## config.mk

```make
export PLATFORM = sky130hd
export DESIGN_NAME = bridge_window_decoder
export DESIGN_NICKNAME = d
export VERILOG_FILES = /design/src/rtl/bwd_pkg.sv /design/src/rtl/bwd_io_window.sv /design/src/rtl/bwd_mem_window.sv /design/src/rtl/bwd_vga_match.sv /design/src/rtl/bridge_window_decoder.sv
export SDC_FILE = /design/constraint.sdc
export NUM_CORES = 1
export LEC_CHECK = 0
export BUFFER_PORTS_ARGS = -buffer_cell sky130_fd_sc_hd__buf_2
export CAP_MARGIN = 20
export CORE_AREA = 2 2 220 222
export DETAILED_ROUTE_END_ITERATION = 10
export DIE_AREA = 0 0 222 224
export HOLD_SLACK_MARGIN = 0.12
export SYNTH_ARGS = -nofsm -noshare
export SYNTH_HDL_FRONTEND = slang
export SYNTH_HIERARCHICAL = 1
export SYNTH_SLANG_ARGS = --single-unit
```

## constraint.sdc

```tcl
create_clock -name clk -period 1.64 [get_ports clk]
set_input_delay 0.492 -clock clk [delete_from_list [all_inputs] [get_ports clk]]
set_output_delay 0.492 -clock clk [all_outputs]
set_load 0.03 [all_outputs]
```

## src/rtl/bwd_pkg.sv

```systemverilog
package bwd_pkg;
  localparam int ADDR_W       = 64;
  localparam int IO_ADDR_W    = 32;
  localparam int IO_GRAN_BITS = 12;
  localparam int MEM_GRAN_BITS = 20;
  localparam int VGA_PORT_W   = 16;

  localparam logic [VGA_PORT_W-1:0] VGA_MONO_LO  = 16'h03B0;
  localparam logic [VGA_PORT_W-1:0] VGA_MONO_HI  = 16'h03BB;
  localparam logic [VGA_PORT_W-1:0] VGA_COLOR_LO = 16'h03C0;
  localparam logic [VGA_PORT_W-1:0] VGA_COLOR_HI = 16'h03DF;
  localparam logic [ADDR_W-1:0]     VGA_FB_LO    = 64'h000A_0000;
  localparam logic [ADDR_W-1:0]     VGA_FB_HI    = 64'h000B_FFFF;

  typedef enum logic [1:0] {
    WIN_IO   = 2'd0,
    WIN_MEM  = 2'd1,
    WIN_PREF = 2'd2,
    WIN_VGA  = 2'd3
  } win_id_e;

  // I/O field: nibble 7:4 lands at 15:12, upper word only for 32-bit type
  function automatic logic [IO_ADDR_W-1:0] io_field(input logic [7:0] packed_b,
                                                    input logic [15:0] upper,
                                                    input logic fill);
    logic [IO_ADDR_W-1:0] v;
    v = {16'h0000, packed_b[7:4], 12'h000};
    if (packed_b[0]) v[31:16] = upper;
    if (fill) v[IO_GRAN_BITS-1:0] = '1;
    return v;
  endfunction

  // Memory field: word 15:4 lands at 31:20, upper dword only when wide
  function automatic logic [ADDR_W-1:0] mem_field(input logic [15:0] packed_w,
                                                  input logic [31:0] upper,
                                                  input logic wide,
                                                  input logic fill);
    logic [ADDR_W-1:0] v;
    v = {32'h0, packed_w[15:4], 20'h00000};
    if (wide) v[63:32] = upper;
    if (fill) v[MEM_GRAN_BITS-1:0] = '1;
    return v;
  endfunction

  function automatic logic in_range64(input logic [ADDR_W-1:0] a,
                                      input logic [ADDR_W-1:0] lo,
                                      input logic [ADDR_W-1:0] hi);
    return (a >= lo) && (a <= hi);
  endfunction
endpackage

```

## src/rtl/bwd_io_window.sv

```systemverilog
module bwd_io_window
  import bwd_pkg::*;
(
  input  logic [7:0]           base_b,
  input  logic [7:0]           limit_b,
  input  logic [15:0]          base_hi,
  input  logic [15:0]          limit_hi,
  input  logic                 en,
  input  logic [IO_ADDR_W-1:0] addr,
  output logic [IO_ADDR_W-1:0] win_base,
  output logic [IO_ADDR_W-1:0] win_limit,
  output logic                 empty,
  output logic                 match
);
  always_comb begin
    win_base  = io_field(base_b, base_hi, 1'b0);
    win_limit = io_field(limit_b, limit_hi, 1'b1);
    empty     = win_limit < win_base;
    match     = en && !empty && (addr >= win_base) && (addr <= win_limit);
  end
endmodule

```

## src/rtl/bwd_mem_window.sv

```systemverilog
module bwd_mem_window
  import bwd_pkg::*;
#(
  parameter bit WIDE_OK = 1'b0
) (
  input  logic [15:0]       base_w,
  input  logic [15:0]       limit_w,
  input  logic [31:0]       base_hi,
  input  logic [31:0]       limit_hi,
  input  logic              en,
  input  logic [ADDR_W-1:0] addr,
  output logic [ADDR_W-1:0] win_base,
  output logic [ADDR_W-1:0] win_limit,
  output logic              empty,
  output logic              match
);
  logic base_wide, limit_wide;

  generate
    if (WIDE_OK) begin : g_wide
      assign base_wide  = base_w[0];
      assign limit_wide = limit_w[0];
    end else begin : g_narrow
      assign base_wide  = 1'b0;
      assign limit_wide = 1'b0;
    end
  endgenerate

  always_comb begin
    win_base  = mem_field(base_w, base_hi, base_wide, 1'b0);
    win_limit = mem_field(limit_w, limit_hi, limit_wide, 1'b1);
    empty     = win_limit < win_base;
    match     = en && !empty && in_range64(addr, win_base, win_limit);
  end
endmodule

```

## src/rtl/bwd_vga_match.sv

```systemverilog
module bwd_vga_match
  import bwd_pkg::*;
(
  input  logic              vga_en,
  input  logic              io_en,
  input  logic              mem_en,
  input  logic              is_io,
  input  logic [ADDR_W-1:0] addr,
  output logic              match
);
  logic [VGA_PORT_W-1:0] port;
  logic io_hit, mem_hit;

  always_comb begin
    port    = addr[VGA_PORT_W-1:0];
    io_hit  = ((port >= VGA_MONO_LO) && (port <= VGA_MONO_HI)) ||
              ((port >= VGA_COLOR_LO) && (port <= VGA_COLOR_HI));
    mem_hit = in_range64(addr, VGA_FB_LO, VGA_FB_HI);
    match   = vga_en && (is_io ? (io_en && io_hit) : (mem_en && mem_hit));
  end
endmodule

```

## src/rtl/bridge_window_decoder.sv

```systemverilog
module bridge_window_decoder
  import bwd_pkg::*;
(
  input  logic                 clk,
  input  logic                 rst_n,
  input  logic                 req_valid,
  input  logic                 req_is_io,
  input  logic [63:0]          req_addr,
  input  logic [7:0]           cfg_io_base,
  input  logic [7:0]           cfg_io_limit,
  input  logic [15:0]          cfg_io_base_hi,
  input  logic [15:0]          cfg_io_limit_hi,
  input  logic [15:0]          cfg_mem_base,
  input  logic [15:0]          cfg_mem_limit,
  input  logic [15:0]          cfg_pf_base,
  input  logic [15:0]          cfg_pf_limit,
  input  logic [31:0]          cfg_pf_base_hi,
  input  logic [31:0]          cfg_pf_limit_hi,
  input  logic                 cfg_io_en,
  input  logic                 cfg_mem_en,
  input  logic                 cfg_vga_en,
  output logic                 hit_valid,
  output logic                 hit,
  output logic [1:0]           hit_win,
  output logic [31:0]          io_win_base,
  output logic [31:0]          io_win_limit,
  output logic [63:0]          mem_win_base,
  output logic [63:0]          mem_win_limit,
  output logic [63:0]          pf_win_base,
  output logic [63:0]          pf_win_limit
);
  // named internal events, visible to the bound checker
  logic    io_match, mem_match, pf_match, vga_hit;
  logic    io_empty, mem_empty, pf_empty;
  logic    sel_hit;
  win_id_e sel_win;
  win_id_e win_q;

  bwd_io_window u_io (
    .base_b   (cfg_io_base),
    .limit_b  (cfg_io_limit),
    .base_hi  (cfg_io_base_hi),
    .limit_hi (cfg_io_limit_hi),
    .en       (cfg_io_en),
    .addr     (req_addr[IO_ADDR_W-1:0]),
    .win_base (io_win_base),
    .win_limit(io_win_limit),
    .empty    (io_empty),
    .match    (io_match)
  );

  bwd_mem_window #(.WIDE_OK(1'b0)) u_mem (
    .base_w   (cfg_mem_base),
    .limit_w  (cfg_mem_limit),
    .base_hi  (32'h0),
    .limit_hi (32'h0),
    .en       (cfg_mem_en),
    .addr     (req_addr),
    .win_base (mem_win_base),
    .win_limit(mem_win_limit),
    .empty    (mem_empty),
    .match    (mem_match)
  );

  bwd_mem_window #(.WIDE_OK(1'b1)) u_pf (
    .base_w   (cfg_pf_base),
    .limit_w  (cfg_pf_limit),
    .base_hi  (cfg_pf_base_hi),
    .limit_hi (cfg_pf_limit_hi),
    .en       (cfg_mem_en),
    .addr     (req_addr),
    .win_base (pf_win_base),
    .win_limit(pf_win_limit),
    .empty    (pf_empty),
    .match    (pf_match)
  );

  bwd_vga_match u_vga (
    .vga_en (cfg_vga_en),
    .io_en  (cfg_io_en),
    .mem_en (cfg_mem_en),
    .is_io  (req_is_io),
    .addr   (req_addr),
    .match  (vga_hit)
  );

  // priority select: per space, window before legacy range
  always_comb begin
    sel_hit = 1'b0;
    sel_win = WIN_IO;
    if (req_is_io) begin
      if (io_match) begin
        sel_hit = 1'b1;
        sel_win = WIN_IO;
      end else if (vga_hit) begin
        sel_hit = 1'b1;
        sel_win = WIN_VGA;
      end
    end else begin
      if (pf_match) begin
        sel_hit = 1'b1;
        sel_win = WIN_PREF;
      end else if (mem_match) begin
        sel_hit = 1'b1;
        sel_win = WIN_MEM;
      end else if (vga_hit) begin
        sel_hit = 1'b1;
        sel_win = WIN_VGA;
      end
    end
  end

  always_ff @(posedge clk or negedge rst_n) begin
    if (!rst_n) begin
      hit_valid <= 1'b0;
      hit       <= 1'b0;
      win_q     <= WIN_IO;
    end else begin
      hit_valid <= req_valid;
      hit       <= req_valid && sel_hit;
      win_q     <= (req_valid && sel_hit) ? sel_win : WIN_IO;
    end
  end

  assign hit_win = win_q;
endmodule

```

==> results of run 1 <==
-- area by class of cell --
| type | instances | area, sq um |
|---|---|---|
| timing repair buffer | 693 | 5200 |
| sequential | 4 | 100 |
| tap | 615 | 769 |
| fill | 5094 | 33100 |
| multi-input combinational | 916 | 7370 |
| clock buffer | 3 | 75.1 |
| inverter | 163 | 682 |
| antenna | 2 | 5.00 |
-- path summary, 6_finish.rpt --
path                               from  depth (start not counted)              endpoint  slack [ns]
worst min-delay path          req_valid                          1   hit_valid$_DFF_PN0_        0.46
min in group asynchronous         rst_n                          2   hit_valid$_DFF_PN0_        0.62
max in group asynchronous         rst_n                          2  hit_win[0]$_DFF_PN0_        0.88
worst max-delay path       req_addr[20]                         15  hit_win[0]$_DFF_PN0_       -1.36
-- state kept, by name, summed over array words and instances (netlist names) --
signal,cells
hit_valid,1
hit_win,2
hit,1
-- through the flow --
stage / util (%) / std cells
CTS: 28.9 / 2390
global route: 30.0 / 2394
floorplan: - / 1317
global placement: 25.9 / 2373
detailed placement: 25.9 / 2373
finish: 30.0 / 2396
-- power by group through the flow --
stage,clock network [mW],registers [mW],logic [mW]
2_1_floorplan,0,0.111,2.56
3_3_place_gp,0,0.104,3.91
3_5_place_dp,0,0.104,3.92
4_1_cts,0.409,0.103,4.35
5_1_grt,0.415,0.103,4.89
6_report,0.397,0.103,4.49
-- per-layer routing --
metal  GRT usage, %  vias to the layer above  routed length [microns]
li1               -                     4931                        -
met3           2.09                       28                     2410
met1           19.4                     4439                    17600
met2           31.8                      441                    22400
met5              0                        -                        0
met4           1.68                        0                      429
-- repair_timing --
| item | in CTS | in global routing |
|---|---|---|
| hold buffers | 1 | 0 |
| gates cloned | 4 | 0 |
| endpoints found under the hold margin | 4 | 0 |
| setup endpoints to repair | 96 | 86 |
| pin swaps | 28 | 22 |
| buffers inserted | 13 | 11 |
| gates resized for setup | 362 | 120 |
==> flow_metrics.env, run 1 <==
export IMPL_cts_root_buf="clkbuf_16"
export IMPL_cp_buffers_inverters=5
export IMPL_endpoint_kind="register"
export IMPL_pwr_share_seq_pct=2.1
export IMPL_cts_buffers_inserted=3
export IMPL_drive_gt1_share_pct=50.1
export IMPL_syn_cell_area_sq_um=8220
export IMPL_h_tree_depth=1
export IMPL_antenna_found_initial=6
export IMPL_top_level_ports=571
export IMPL_period_needed_ns=3.00
export IMPL_drc=0
export IMPL_p_comb_share_pct=90.0
export IMPL_cellLeakagePower_nw=7.95
export IMPL_start_kind="input port"
export IMPL_hold_viol_final=0
export IMPL_routed_via_density=4.11
export IMPL_wirelength_microns=42800
export IMPL_finalSetupTns_ns=-8.60
export IMPL_finalMaxSlewViolations=0
export IMPL_wl_per_cell_microns=17.9
export IMPL_clock_sinks=4
export IMPL_grt_max_degree=9
export IMPL_dpl_cell_area_sq_um=12200
export IMPL_num_nets_final=2253
export IMPL_ant_nets=0
export IMPL_swShare_pct=55.1
export IMPL_syn_inst=1155
export IMPL_grt_pass1_vias=9621
export IMPL_clock_path_buffers=2
export IMPL_first_pass_iters=4
export IMPL_grt_pass1_wl_microns=60600
export IMPL_cp_common_cell="buf_4"
export IMPL_hpwl_microns=38500
export IMPL_min_period_over_period_pct=183
export IMPL_max_slew_margin_rel_pct=67.0
export IMPL_maxCapViolCount=0
export IMPL_syn_avg_cell_area_sq_um=7.11
export IMPL_required_ns=1.74
export IMPL_worst_path_max_delay_cell="a311oi_2"
export IMPL_drtIter0Drc=350
export IMPL_tightest_slew_ns=0.483
export IMPL_cp_arrival_ns=3.10
export IMPL_layout_commonest_cell="buf_2"
export IMPL_final_setup_worst_slack_ns=-1.36
export IMPL_yosys_warnings=6
export IMPL_start_util_pct=17.4
export IMPL_slowest_delay_ns=0.31
export IMPL_port_buffers=382
export IMPL_clkTransAtPathRegs_ns=0.04
export IMPL_critPathTopFamily="compound AO/OA/AOI/OAI gates"
export IMPL_fp_dieH_microns=224
export IMPL_die_area_sq_um=49700
export IMPL_coreArea_sq_um=47300
export IMPL_status="finished with violations"
export IMPL_tritoncts="done"
export IMPL_critPathKind="input port to register"
export IMPL_design_area_sq_um=14200
export IMPL_clkPwrFrac_pct=7.9
export IMPL_core_rowCount=80
export IMPL_p_total_mw=4.99
export IMPL_place_ws_ns=-2.02
export IMPL_hold_path_class="input port to register"
export IMPL_crit_path_cell_trace="buf_2, inv_2, ha_1, nor4b_4, buf_4, nand4_1, o311ai_2, buf_4, nand4_1, a311oi_2, nor3_2, a211oi_2, buf_4, mux2_4, o32ai_1"
export IMPL_rsz0062_at_grt="true"
export IMPL_setup_viol=55
export IMPL_place_gp_congestion=0.908
export IMPL_syn2layout_area_growth_pct=72.9
export IMPL_fmax_ghz=0.333
export IMPL_layout_common_cells="buf_2, buf_4, ha_1"
export IMPL_grt_use_total_pct=16.3
export IMPL_internal_power_mw=2.24
export IMPL_grt_overflow=0
export IMPL_ir_drop_v=0.000175
export IMPL_violations="negative setup slack"
export IMPL_whs_ns=0.458
export IMPL_power_density_nw_per_um2=352
export IMPL_vias=9839
export IMPL_p_sw_mw=2.75
export IMPL_cp_max_fo=4
export IMPL_die_w_microns=222
Note: power is estimated with default switching activity, not from simulation.
==> run 2, diff against run 1 <==
==> constraint.sdc (replaced) <==
create_clock -name clk -period 2.7 [get_ports clk]
set_input_delay 0.81 -clock clk [delete_from_list [all_inputs] [get_ports clk]]
set_output_delay 0.81 -clock clk [all_outputs]
set_load 0.03 [all_outputs]
==> flow_metrics.env, run 2 (same netlist as run 1, synthesis figures left out) <==
export IMPL_status="finished with violations"
export IMPL_violations="negative setup slack"
export IMPL_ir_drop_v=0.000120
export IMPL_cp_arrival_ns=3.30
export IMPL_h_tree_depth=1
export IMPL_whs_ns=0.389
export IMPL_fmax_ghz=0.313
export IMPL_hold_path_class="input port to async pin"
export IMPL_finalMaxSlewViolations=0
export IMPL_dpl_cell_area_sq_um=12200
export IMPL_clock_sinks=4
export IMPL_vias=9686
export IMPL_num_nets_final=2227
export IMPL_max_slew_margin_rel_pct=59.9
export IMPL_antenna_found_initial=15
export IMPL_power_density_nw_per_um2=217
export IMPL_drive_gt1_share_pct=43.2
export IMPL_drc=0
export IMPL_p_total_mw=2.78
export IMPL_clock_path_buffers=2
export IMPL_finalSetupTns_ns=-1.38
export IMPL_rsz0062_at_grt="true"
export IMPL_final_setup_worst_slack_ns=-0.496
export IMPL_drtIter0Drc=398
export IMPL_setup_viol=3
export IMPL_placedCellCount=2357
export IMPL_syn2layout_area_growth_pct=55.8
export IMPL_wirelength_microns=41300
export IMPL_port_buffers=382
export IMPL_required_ns=2.80
export IMPL_grt_overflow=0
export IMPL_cts_hold_buf=0
export IMPL_cts_root_buf="clkbuf_16"
export IMPL_cellLeakagePower_nw=7.53
export IMPL_start_util_pct=17.4
export IMPL_layout_commonest_cell="buf_2"
export IMPL_crit_path_cell_trace="buf_8, buf_12, buf_6, nand2_1, buf_4, ha_1, nand4_1, or4_4, buf_6, o31a_1, a211oi_2, buf_4, mux2_4, o32ai_1"
export IMPL_maxCapViolCount=0
export IMPL_wl_per_cell_microns=17.4
export IMPL_start_kind="input port"
export IMPL_slowest_delay_ns=0.53
export IMPL_fin_cells=2373
export IMPL_grt_pass1_vias=9346
export IMPL_worst_path_max_delay_cell="or4_4"
export IMPL_critPathKind="input port to register"
export IMPL_fp_dieH_microns=224
export IMPL_ant_nets=0
export IMPL_cts_buffers_inserted=3
export IMPL_grt_max_degree=17
export IMPL_top_level_ports=571
export IMPL_tritoncts="done"
export IMPL_design_area_sq_um=12800
export IMPL_largest_reg_flops=2
export IMPL_core_rowCount=80
export IMPL_place_gp_congestion=0.846
export IMPL_first_pass_iters=5
export IMPL_clkTransAtPathRegs_ns=0.04
export IMPL_min_period_over_period_pct=118
export IMPL_endpoint_kind="register"
export IMPL_die_area_sq_um=49700
export IMPL_hpwl_microns=38100
export IMPL_period_needed_ns=3.20
export IMPL_tightest_slew_ns=0.593
export IMPL_place_ws_ns=-1.07
export IMPL_fin_util_pct=27.0
export IMPL_routed_via_density=4.08
export IMPL_grt_pass1_wl_microns=58200
export IMPL_die_w_microns=222
export IMPL_coreArea_sq_um=47300
export IMPL_cp_max_fo=8
export IMPL_hold_viol_final=0
export IMPL_layout_common_cells="buf_2, buf_4, ha_1"
export IMPL_grt_use_total_pct=15.7
==> run 2: changes by cell type in the layout (fill, tap and decap cells not counted), sizes merged <==
cell         before  now
clkbuf            6    3
dlygate4sd3       1    0
diode             2    5
buf             688  666
==> run 2: area by class of cell <==
type                            instances  area [sq um]
Inverter                              163           617
Tap cell                              615           769
Fill cell                            5253         34500
Clock buffer                            3          75.1
Antenna cell                            5          12.5
Timing Repair Buffer                  667          4300
Multi-Input combinational cell        916          6930
Sequential cell                         4           100
==> run 2: power breakdown <==
| part | internal, mW | switching, mW |
|---|---|---|
| Sequential | 0.0620 | 0.000311 |
| Clock | 0.191 | 0.0561 |
| Combinational | 0.953 | 1.52 |
==> run 2: worst max-delay path by stage <==
stage	startpoint	end	slack, ns
final	cfg_pf_base[0]	hit_win[0]$_DFF_PN0_	-0.50
after CTS	cfg_pf_limit[0]	hit_win[0]$_DFF_PN0_	-0.51
after detailed placement	cfg_pf_base[0]	hit_win[0]$_DFF_PN0_	-1.07
after floorplan	cfg_pf_base[0]	hit_win[0]$_DFF_PN0_	-0.44
after global routing	cfg_pf_limit[0]	hit_win[0]$_DFF_PN0_	-0.63
after global placement	cfg_pf_base[0]	hit_win[0]$_DFF_PN0_	-1.07
==> run 2: what timing repair did <==
| action | CTS | global route |
|---|---|---|
| cloned | 2 | 0 |
| buffers inserted | 5 | 1 |
| endpoints found under the setup margin | 3 | 3 |
| resized for setup | 63 | 16 |
| pin swaps | 11 | 8 |
==> run 2: metal layers <==
metal  up-vias  part of all wire (%)  global-route usage [%]
met5         -                  0.16                       0
met4        10                   2.0                    3.10
met3        52                   6.1                    2.44
met2       444                    54                    31.8
met1      4315                    38                    16.9
li1       4865                     -                       -
==> run 2: worst max-delay path, delay by kind of cell <==
| family | cells | cell delay (ns) |
|---|---|---|
| buffers and inverters | 6 | 0.80 |
| AOI/OAI and AO/OA | 3 | 0.55 |
| muxes | 1 | 0.14 |
| and+or+nand+nor | 3 | 0.72 |
| adders and majority gates | 1 | 0.28 |
